<file path="config.mk">
export PLATFORM = sky130hd
export DESIGN_NAME = dual_nibble_framer
export DESIGN_NICKNAME = d
export VERILOG_FILES = /design/src/rtl/framer_pkg.sv /design/src/rtl/nibble_packer.sv /design/src/rtl/nibble_fifo.sv /design/src/rtl/frame_serializer.sv /design/src/rtl/dual_nibble_framer.sv
export SDC_FILE = /design/constraint.sdc
export NUM_CORES = 1
export LEC_CHECK = 0
export ABC_AREA = 1
export BUFFER_PORTS_ARGS = -buffer_cell sky130_fd_sc_hd__buf_4
export CORE_ASPECT_RATIO = 0.5
export CORE_MARGIN = 10
export CORE_UTILIZATION = 45
export CTS_CLUSTER_DIAMETER = 30
export DETAILED_ROUTE_END_ITERATION = 7
export PLACE_DENSITY_LB_ADDON = 0.1
export SETUP_SLACK_MARGIN = 0.05
export SLEW_MARGIN = 5
export SYNTH_ARGS = -nofsm -noshare
export SYNTH_HDL_FRONTEND = slang
export SYNTH_HIERARCHICAL = 1
export SYNTH_SLANG_ARGS = --single-unit
</file>
<file path="constraint.sdc">
create_clock -name clk -period 3.25 [get_ports clk]
set_input_delay 0.325 -clock clk [delete_from_list [all_inputs] [get_ports clk]]
set_output_delay 0.325 -clock clk [all_outputs]
set_load 0.01 [all_outputs]
</file>
<file path="src/rtl/framer_pkg.sv">
package framer_pkg;

    typedef enum logic [1:0] {
        PH_HDR = 2'd0,
        PH_A   = 2'd1,
        PH_B   = 2'd2
    } phase_e;

    typedef struct packed {
        logic bit_v;
        logic valid;
        logic start;
        logic train;
    } line_t;

    localparam line_t LINE_IDLE = '{bit_v: 1'b0, valid: 1'b0, start: 1'b0, train: 1'b0};

    function automatic phase_e phase_after(input phase_e p);
        case (p)
            PH_HDR:  return PH_A;
            PH_A:    return PH_B;
            default: return PH_HDR;
        endcase
    endfunction

endpackage

</file>
<file path="src/rtl/nibble_packer.sv">
module nibble_packer #(
    parameter int NIB_W = 4
) (
    input  logic             clk,
    input  logic             rst,
    input  logic             strobe,
    input  logic             din,
    output logic             push,
    output logic [NIB_W-1:0] nib
);
    localparam int CW = $clog2(NIB_W);

    logic [NIB_W-2:0] held;
    logic [CW-1:0]    cnt;

    assign push = strobe && (cnt == CW'(NIB_W - 1));
    assign nib  = {din, held};

    always_ff @(posedge clk) begin
        if (rst) begin
            held <= '0;
            cnt  <= '0;
        end else if (strobe) begin
            if (cnt == CW'(NIB_W - 1)) begin
                cnt <= '0;
            end else begin
                cnt <= cnt + 1'b1;
                for (int k = 0; k < NIB_W - 1; k++) begin
                    if (cnt == CW'(k)) held[k] <= din;
                end
            end
        end
    end

endmodule

</file>
<file path="src/rtl/nibble_fifo.sv">
module nibble_fifo #(
    parameter int W     = 4,
    parameter int DEPTH = 4
) (
    input  logic                       clk,
    input  logic                       rst,
    input  logic                       push,
    input  logic [W-1:0]               din,
    input  logic                       pop,
    output logic [W-1:0]               dout,
    output logic [$clog2(DEPTH+1)-1:0] level,
    output logic                       ovf
);
    localparam int AW = (DEPTH > 1) ? $clog2(DEPTH) : 1;
    localparam int LW = $clog2(DEPTH + 1);

    logic [W-1:0]  mem [DEPTH];
    logic [AW-1:0] wptr, rptr;
    logic          accept, take;

    assign accept = push && (level != LW'(DEPTH));
    assign take   = pop && (level != '0);
    assign dout   = mem[rptr];

    always_ff @(posedge clk) begin
        if (rst) begin
            wptr  <= '0;
            rptr  <= '0;
            level <= '0;
            ovf   <= 1'b0;
        end else begin
            if (accept) begin
                mem[wptr] <= din;
                wptr      <= (wptr == AW'(DEPTH - 1)) ? '0 : wptr + 1'b1;
            end
            if (take) begin
                rptr <= (rptr == AW'(DEPTH - 1)) ? '0 : rptr + 1'b1;
            end
            if (push && !accept) ovf <= 1'b1;
            level <= level + LW'(accept) - LW'(take);
        end
    end

endmodule

</file>
<file path="src/rtl/frame_serializer.sv">
module frame_serializer
    import framer_pkg::*;
#(
    parameter int               NIB_W      = 4,
    parameter logic [NIB_W-1:0] HEADER     = 4'b1010,
    parameter int               TRAIN_BITS = 32
) (
    input  logic             clk,
    input  logic             rst,
    input  logic             strobe,
    input  logic [NIB_W-1:0] a_nib,
    input  logic [NIB_W-1:0] b_nib,
    input  logic             a_ready,
    input  logic             b_ready,
    output logic             pop_a,
    output logic             pop_b,
    output line_t            line
);
    localparam int TW = $clog2(TRAIN_BITS + 1);
    localparam int IW = $clog2(NIB_W);

    logic [TW-1:0] tcnt;
    logic          active;
    phase_e        phase, cur_ph;
    logic [IW-1:0] idx, cur_ix;
    logic          preamble, go, last, src;

    assign preamble = (tcnt != TW'(TRAIN_BITS));
    assign go       = strobe && !preamble && (active || (a_ready && b_ready));
    assign cur_ph   = active ? phase : PH_HDR;
    assign cur_ix   = active ? idx : '0;
    assign last     = (cur_ix == IW'(NIB_W - 1));
    assign pop_a    = go && last && (cur_ph == PH_A);
    assign pop_b    = go && last && (cur_ph == PH_B);

    always_comb begin
        case (cur_ph)
            PH_A:    src = a_nib[cur_ix];
            PH_B:    src = b_nib[cur_ix];
            default: src = HEADER[cur_ix];
        endcase
    end

    always_ff @(posedge clk) begin
        if (rst) begin
            tcnt   <= '0;
            active <= 1'b0;
            phase  <= PH_HDR;
            idx    <= '0;
            line   <= LINE_IDLE;
        end else if (strobe) begin
            if (preamble) begin
                line <= '{bit_v: ~tcnt[0], valid: 1'b0, start: 1'b0, train: 1'b1};
                tcnt <= tcnt + 1'b1;
            end else if (go) begin
                line <= '{bit_v: src, valid: 1'b1, start: !active, train: 1'b0};
                if (last) begin
                    idx <= '0;
                    if (cur_ph == PH_B) begin
                        active <= 1'b0;
                        phase  <= PH_HDR;
                    end else begin
                        active <= 1'b1;
                        phase  <= phase_after(cur_ph);
                    end
                end else begin
                    active <= 1'b1;
                    phase  <= cur_ph;
                    idx    <= cur_ix + 1'b1;
                end
            end else begin
                line <= LINE_IDLE;
            end
        end
    end

endmodule

</file>
<file path="src/rtl/dual_nibble_framer.sv">
module dual_nibble_framer
    import framer_pkg::*;
#(
    parameter int               NIB_W      = 4,
    parameter int               DEPTH      = 4,
    parameter logic [NIB_W-1:0] HEADER     = 4'b1010,
    parameter int               TRAIN_BITS = 32
) (
    input  logic clk,
    input  logic rst,
    input  logic in_strobe,
    input  logic in_a,
    input  logic in_b,
    input  logic out_strobe,
    output logic line_bit,
    output logic line_valid,
    output logic line_start,
    output logic line_training,
    output logic overflow
);
    localparam int LW    = $clog2(DEPTH + 1);
    localparam int N_CH  = 2;
    localparam int CH_A  = 0;
    localparam int CH_B  = 1;

    logic             ch_in   [N_CH];
    logic             ch_push [N_CH];
    logic [NIB_W-1:0] ch_nib  [N_CH];
    logic [NIB_W-1:0] ch_head [N_CH];
    logic             ch_pop  [N_CH];
    logic [LW-1:0]    ch_lvl  [N_CH];
    logic             ch_ovf  [N_CH];
    logic [LW-1:0]    a_level, b_level;
    line_t            line;

    assign ch_in[CH_A] = in_a;
    assign ch_in[CH_B] = in_b;

    for (genvar c = 0; c < N_CH; c++) begin : g_ch
        nibble_packer #(.NIB_W(NIB_W)) u_pack (
            .clk    (clk),
            .rst    (rst),
            .strobe (in_strobe),
            .din    (ch_in[c]),
            .push   (ch_push[c]),
            .nib    (ch_nib[c])
        );
        nibble_fifo #(.W(NIB_W), .DEPTH(DEPTH)) u_fifo (
            .clk   (clk),
            .rst   (rst),
            .push  (ch_push[c]),
            .din   (ch_nib[c]),
            .pop   (ch_pop[c]),
            .dout  (ch_head[c]),
            .level (ch_lvl[c]),
            .ovf   (ch_ovf[c])
        );
    end

    assign a_level = ch_lvl[CH_A];
    assign b_level = ch_lvl[CH_B];

    frame_serializer #(
        .NIB_W      (NIB_W),
        .HEADER     (HEADER),
        .TRAIN_BITS (TRAIN_BITS)
    ) u_ser (
        .clk     (clk),
        .rst     (rst),
        .strobe  (out_strobe),
        .a_nib   (ch_head[CH_A]),
        .b_nib   (ch_head[CH_B]),
        .a_ready (a_level != '0),
        .b_ready (b_level != '0),
        .pop_a   (ch_pop[CH_A]),
        .pop_b   (ch_pop[CH_B]),
        .line    (line)
    );

    assign line_bit      = line.bit_v;
    assign line_valid    = line.valid;
    assign line_start    = line.start;
    assign line_training = line.train;
    assign overflow      = ch_ovf[CH_A] | ch_ovf[CH_B];

endmodule

</file>
==> results of run 1 <==
[stage by stage]
| step | hold WS, ns | utilization |
|---|---|---|
| floorplan | 0.3917 | - |
| detailed placement | 0.4409 | 0.4864 |
| finish | 0.2497 | 0.5231 |
| CTS | 0.2382 | 0.5228 |
| global placement | 0.4343 | 0.4864 |
| global route | 0.2410 | 0.5231 |
[power by group]
group | leakage, nW | switching [mW] | internal (mW) | total (mW)
Combinational | 1.01 | 0.0600 | 0.0339 | 0.0939
Clock | 0.141 | 0.349 | 0.608 | 0.957
Sequential | 0.658 | 0.0173 | 1.03 | 1.04
[worst reg2reg max path: stages (launching register included)]
cell and delay, ns:
dfxtp_1 0.32, inv_1 0.11, ha_1 0.18, nand3_2 0.10
nor2_4 0.13, nand2_2 0.09, a21oi_4 0.24, nand2_2 0.12
nor2_2 0.15, a21boi_2 0.23, ha_1 0.25, inv_1 0.06
ha_1 0.13, inv_1 0.05, fa_1 0.35, inv_1 0.08
nand2_1 0.05, nand2_1 0.06, nor2_1 0.04
[what timing repair did]
item,in CTS,in global routing
hold buffers,0,0
setup endpoints to repair,0,1
resized for setup,0,1
[final cells by class]
| cell class | count | area, um2 |
|---|---|---|
| clock buffer | 11 | 242.7 |
| clock inverter | 5 | 50.05 |
| fill | 733 | 3829 |
| inverter | 76 | 285.3 |
| multi-input combinational | 272 | 1545 |
| sequential | 77 | 1862 |
| tap | 112 | 140.1 |
| timing repair buffer | 10 | 75.07 |
[flip-flops by register name, indices dropped and copies added, names as in the netlist, 2 cells and up, named ones only]
register           count
g_ch.u_fifo/level      6
g_ch.u_fifo/mem       32
g_ch.u_fifo/ovf        2
g_ch.u_fifo/rptr       4
g_ch.u_fifo/wptr       4
g_ch.u_pack/cnt        4
g_ch.u_pack/held       6
u_ser/idx              2
u_ser/line             4
u_ser/phase            2
u_ser/tcnt             6
[cells in the final DEF, fill, tap and decap left out, types with 4 or more instances in the layout]
master / instances
a21oi_1: 18
buf_4: 10
clkbuf_16: 9
dfxtp_1: 45
edfxtp_1: 32
ha_1: 28
inv_1: 72
inv_2: 4
nand2_1: 63
nand2_2: 6
nand3_1: 20
nand3b_1: 4
nor2_1: 73
nor2_4: 4
o21ai_0: 29
o22ai_1: 8
[per-layer routing]
layer / vias to the layer above / global-route usage / routed length (um)
met1: 1227 / 0.1441 / 3531
met5: - / 0 / 0
met4: 0 / 0.03757 / 76
met2: 40 / 0.1832 / 3143
li1: 1401 / - / -
met3: 8 / 0.03854 / 251
[worst min path at each step]
| stage | start | to | cells after the start |
|---|---|---|---|
| 5_1_grt | in_b | g_ch[1].u_fifo/mem[3][3] | 1 |
| 3_5_place_dp | g_ch[1].u_fifo/ovf | g_ch[1].u_fifo/ovf | 2 |
| 6_report | in_a | g_ch[0].u_fifo/mem[1][3] | 1 |
| 3_3_place_gp | g_ch[0].u_fifo/ovf | g_ch[0].u_fifo/ovf | 2 |
| 4_1_cts | in_a | g_ch[0].u_fifo/mem[1][3] | 1 |
| 2_1_floorplan | rst | g_ch[0].u_fifo/level[1] | 1 |
[cells by family after synthesis]
| kind of cell | synth area share |
|---|---|
| DFF | 0.5000 |
| and+or+nand+nor | 0.2137 |
| xor gates and xnor gates | 0.004705 |
| AOI/OAI and AO/OA | 0.09107 |
| adders and majority gates | 0.1048 |
| buffers and inverters | 0.08568 |
==> flow_summary.toml, run 1 <==
[routing]
via_per_inst = 4.753
vias = 2676
ant_nets = 0
wirelength_um = 7002
drt-initial-drc-count = 111
drtPass1Iterations = 4
post-route-drc-count = 0
routedWlPerCell_um = 12.44

[floorplanning]
io-pin-count = 11
die_y_um = 84.32
dieArea_um2 = 12530
start_util = 0.4638
die_w_um = 148.6
rows = 23
core_area_um2 = 8029

[synthesis]
synth_top_area_frac = 0.2581
synth_area_leaders = "edfxtp_1, dfxtp_1, ha_1"
ys_warn_count = 6
synth_fp_nets = 467
ys_types = 33
yosys.area.top_type = "edfxtp_1"
synth_flop_cell = "dfxtp_1"
synthesis.area_um2 = 3724
synth-edff-count = 32
synth-seq-area-share = 0.5000
synth_most_common_cell = "nor2_1"
synth.avg_cell_area_um2 = 8.639
synthCells = 431
ys_ff_latch = 77
synthTopCellsByCount = "nor2_1, inv_1, nand2_1"
async_flop_share = 0

[worst_setup_path]
cp_max_fo = 9
worstSetupStartpoint = "u_ser/tcnt[0]"
cp_num_buf_inv = 4
reg2reg_to = "g_ch[0].u_fifo/level[2]"
r2r_slack_ns = 0.41
r2r_cells = 18
cpLargestDelayFamily = "adder cells"
rr_startpoint = "u_ser/tcnt[0]"
cpMostUsedCell = "inv_1"
critPathCaptureType = "register"
crit_path_start_kind = "register"
required_ns = 3.47
cp.depth = 18
critPathKind = "register to register"
cpMaxStageDelayCell = "fa_1"
cpPeakStageDelay_ns = 0.35
critPathArrivalTime_ns = 3.06
worstPathCellList = "inv_1 -> ha_1 -> nand3_2 -> nor2_4 -> nand2_2 -> a21oi_4 -> nand2_2 -> nor2_2 -> a21boi_2 -> ha_1 -> inv_1 -> ha_1 -> inv_1 -> fa_1 -> inv_1 -> nand2_1 -> nand2_1 -> nor2_1"
crit_path_end = "g_ch[0].u_fifo/level[2]"

[global_routing]
gr-total-overflow = 0
grt_max_degree = 20
grt_pass1_wl_um = 11810
antenna_found_initial = 0
grt_usage = 0.1152
grt_pass1_vias = 2607

[place]
pre_cts_ws_ns = 0.3612
io_buffers = 10
hpwl_um = 5286
dpl.cell_count = 547
gp_congestion = 0.8706
placed_cell_area_um2 = 3905

[clock_tree]
cts_buffers = 9
clk_path_buf_depth = 2
cts_root_buf = "clkbuf_16"
clock_latency_ns = 0.32
cts_tree = "built"
clk_pin_slew_ns = 0.06
cts_max_level = 3
cts_sinks = 77
post_cts_buffers = 0

[final_layout]
layoutNonFillerInstCount = 563
num_antenna_cells = 0
post-route-cell-area_um2 = 4200
fin_nets = 482
drive_gt1_frac = 0.1020
area_growth_pct = 12.80

[power_and_ir_drop]
cellLeakagePower_nw = 1.812
total_power_mw = 2.094
powerDensity_nw_per_um2 = 498.6
ir_drop_uv = 275.4

[timing]
setup-tns-final_ns = 0
finalClockSkew_ns = 0.004472
hold_viol = 0
fin_crit_sh = 0.8739
worst_slack_ns = 0.4100
rsz0062_at_grt = "no"
slew_headroom = 0.7347
clock.fmax_ghz = 0.3521
setup-violations-final = 0
min_period_ns = 2.840
tightestPinTransition_ns = 0.3964
drv_slew = 0

[hold_path]
hold_path_class = "input pin to register"

[outcome]
status = "complete, no violations"

[job]
cap_violations = 0
No activity file was read; power rests on OpenSTA's default activity.
==> run 2: changes to the inputs <==
==> constraint.sdc (replaced) <==
create_clock -name clk -period 2.87 [get_ports clk]
set_input_delay 0.287 -clock clk [delete_from_list [all_inputs] [get_ports clk]]
set_output_delay 0.287 -clock clk [all_outputs]
set_load 0.01 [all_outputs]
==> flow_summary.toml, run 2 (synthesized netlist as in run 1, its figures left out) <==
[timing]
tightestPinTransition_ns = 0.4294
finalClockSkew_ns = 0.006431
setup-tns-final_ns = 0
rsz0062_at_grt = "no"
drv_slew = 0
min_period_ns = 2.642
clock.fmax_ghz = 0.3785
setup-violations-final = 0
hold_viol = 0
slew_headroom = 0.7127
fin_crit_sh = 0.9207

[global_routing]
antenna_found_initial = 0
grt_max_degree = 20
grt_pass1_wl_um = 12000
gr-total-overflow = 0
grt_usage = 0.1183
grt_pass1_vias = 2577

[final_layout]
num_antenna_cells = 0
largest_register_ffs = 32
multi_input_area_um2 = 1565
seqCellArea_um2 = 1863
drive_gt1_frac = 0.1126
mostFrequentLayoutCells = "nor2_1, inv_1, nand2_1"
largest-register = "g_ch.u_fifo/mem"
fin_nets = 484
area_growth_pct = 12.90
nFillCells = 753
layout.cells.most_common = "nor2_1"

[place]
hpwl_um = 5257
io_buffers = 10
gp_congestion = 0.8614

[routing]
routedWlPerCell_um = 12.57
drt-initial-drc-count = 127
vias = 2681
post-route-drc-count = 0
ant_nets = 0
via_per_inst = 4.745
wirelength_um = 7103
drtPass1Iterations = 5

[clock_tree]
cts_max_level = 3
ctsHoldBuffers = 0
clock_latency_ns = 0.33
cts_sinks = 77
cts_buffers = 9
clk_pin_slew_ns = 0.06
cts_tree = "built"
clk_path_buf_depth = 2
post_cts_resized = 0
post_cts_buffers = 0
cts_root_buf = "clkbuf_16"

[job]
cap_violations = 0

[worst_setup_path]
cp_max_fo = 4
critPathKind = "register to register"
critPathCaptureType = "register"
required_ns = 3.14
critPathArrivalTime_ns = 2.91
crit_path_start_kind = "register"

[power_and_ir_drop]
cellLeakagePower_nw = 1.813
powerDensity_nw_per_um2 = 541.6
total_power_mw = 2.277
ir_drop_uv = 281.4

[floorplanning]
io-pin-count = 11
dieArea_um2 = 12530
die_w_um = 148.6
core_area_um2 = 8029
die_y_um = 84.32
rows = 23
start_util = 0.4638

[hold_path]
hold_path_class = "input pin to register"

[outcome]
status = "complete, no violations"
## run 2: cell types whose count changed in the layout (fill, tap and decap cells not counted)
cell       previous run  this run
clkinv_2              1         4
a21boi_2              2         0
a21boi_4              0         2
buf_4                10        12
bufinv_16             1         0
clkbuf_8              1         0
clkinv_1              2         1
dfxtp_1              45        44
dfxtp_2               0         1
inv_1                72        71
inv_2                 4         5
nor2_2                1         0
nor2_4                4         5
## run 2: report_power, final
part	switching [mW]	leakage [nW]	internal (mW)	total, mW
combinational	0.0687	1.02	0.0389	0.108
clock	0.413	0.129	0.575	0.988
sequential	0.0198	0.659	1.16	1.18
total	0.502	1.81	1.78	2.28
## run 2: layout make-up
type / count / share of cell area
tap: 112 / 0.03333
multi-input combinational: 272 / 0.3723
timing repair buffer: 12 / 0.02143
sequential: 77 / 0.4432
inverter: 76 / 0.06786
clock inverter: 6 / 0.007440
clock buffer: 10 / 0.05446
## run 2: routing by layer
layer / GRT usage / routed length, um / share of wire
met2: 0.1812 / 3119 / 0.44
met4: 0.03488 / 65 / 0.0092
met1: 0.1516 / 3621 / 0.51
met3: 0.04497 / 295 / 0.042
met5: 0 / 0 / 0
## run 2: per-stage QoR
stage	instances	utilization	hold slack (ns)	setup WS [ns]	cell area, um2
detailed placement	549	0.4882	0.4389	0.1527	3920
global placement	549	0.4882	0.4335	0.2567	3920
global route	565	0.5236	0.1954	0.06379	4204
floorplan	431	-	0.3537	0.2903	3724
finish	565	0.5236	0.2026	0.2277	4204
CTS	565	0.5206	0.1914	0.1417	4180
## run 2: critical path, cell delays in order (launching register included)
cell and delay [ns]:
dfxtp_1 0.31, inv_1 0.10, ha_1 0.18, nand3_2 0.10, nor2_4 0.13, nand2_2 0.09
a21oi_4 0.13, nand2_2 0.11, nor2_4 0.14, a21boi_4 0.22, ha_1 0.25, inv_1 0.06
ha_1 0.14, inv_1 0.05, fa_1 0.37, nand2_1 0.08, nand2_1 0.05, nor2_1 0.08
## run 2: worst paths after layout
check	slack, ns	cells past startpoint	startpoint	to
hold / removal	0.20	1	in_a	g_ch[0].u_fifo/mem[0][3]
setup reg to reg	0.23	17	u_ser/tcnt[1]	g_ch[1].u_fifo/level[2]
setup / recovery	0.23	17	u_ser/tcnt[1]	g_ch[1].u_fifo/level[2]
hold reg to reg	0.45	2	g_ch[0].u_fifo/ovf	g_ch[0].u_fifo/ovf
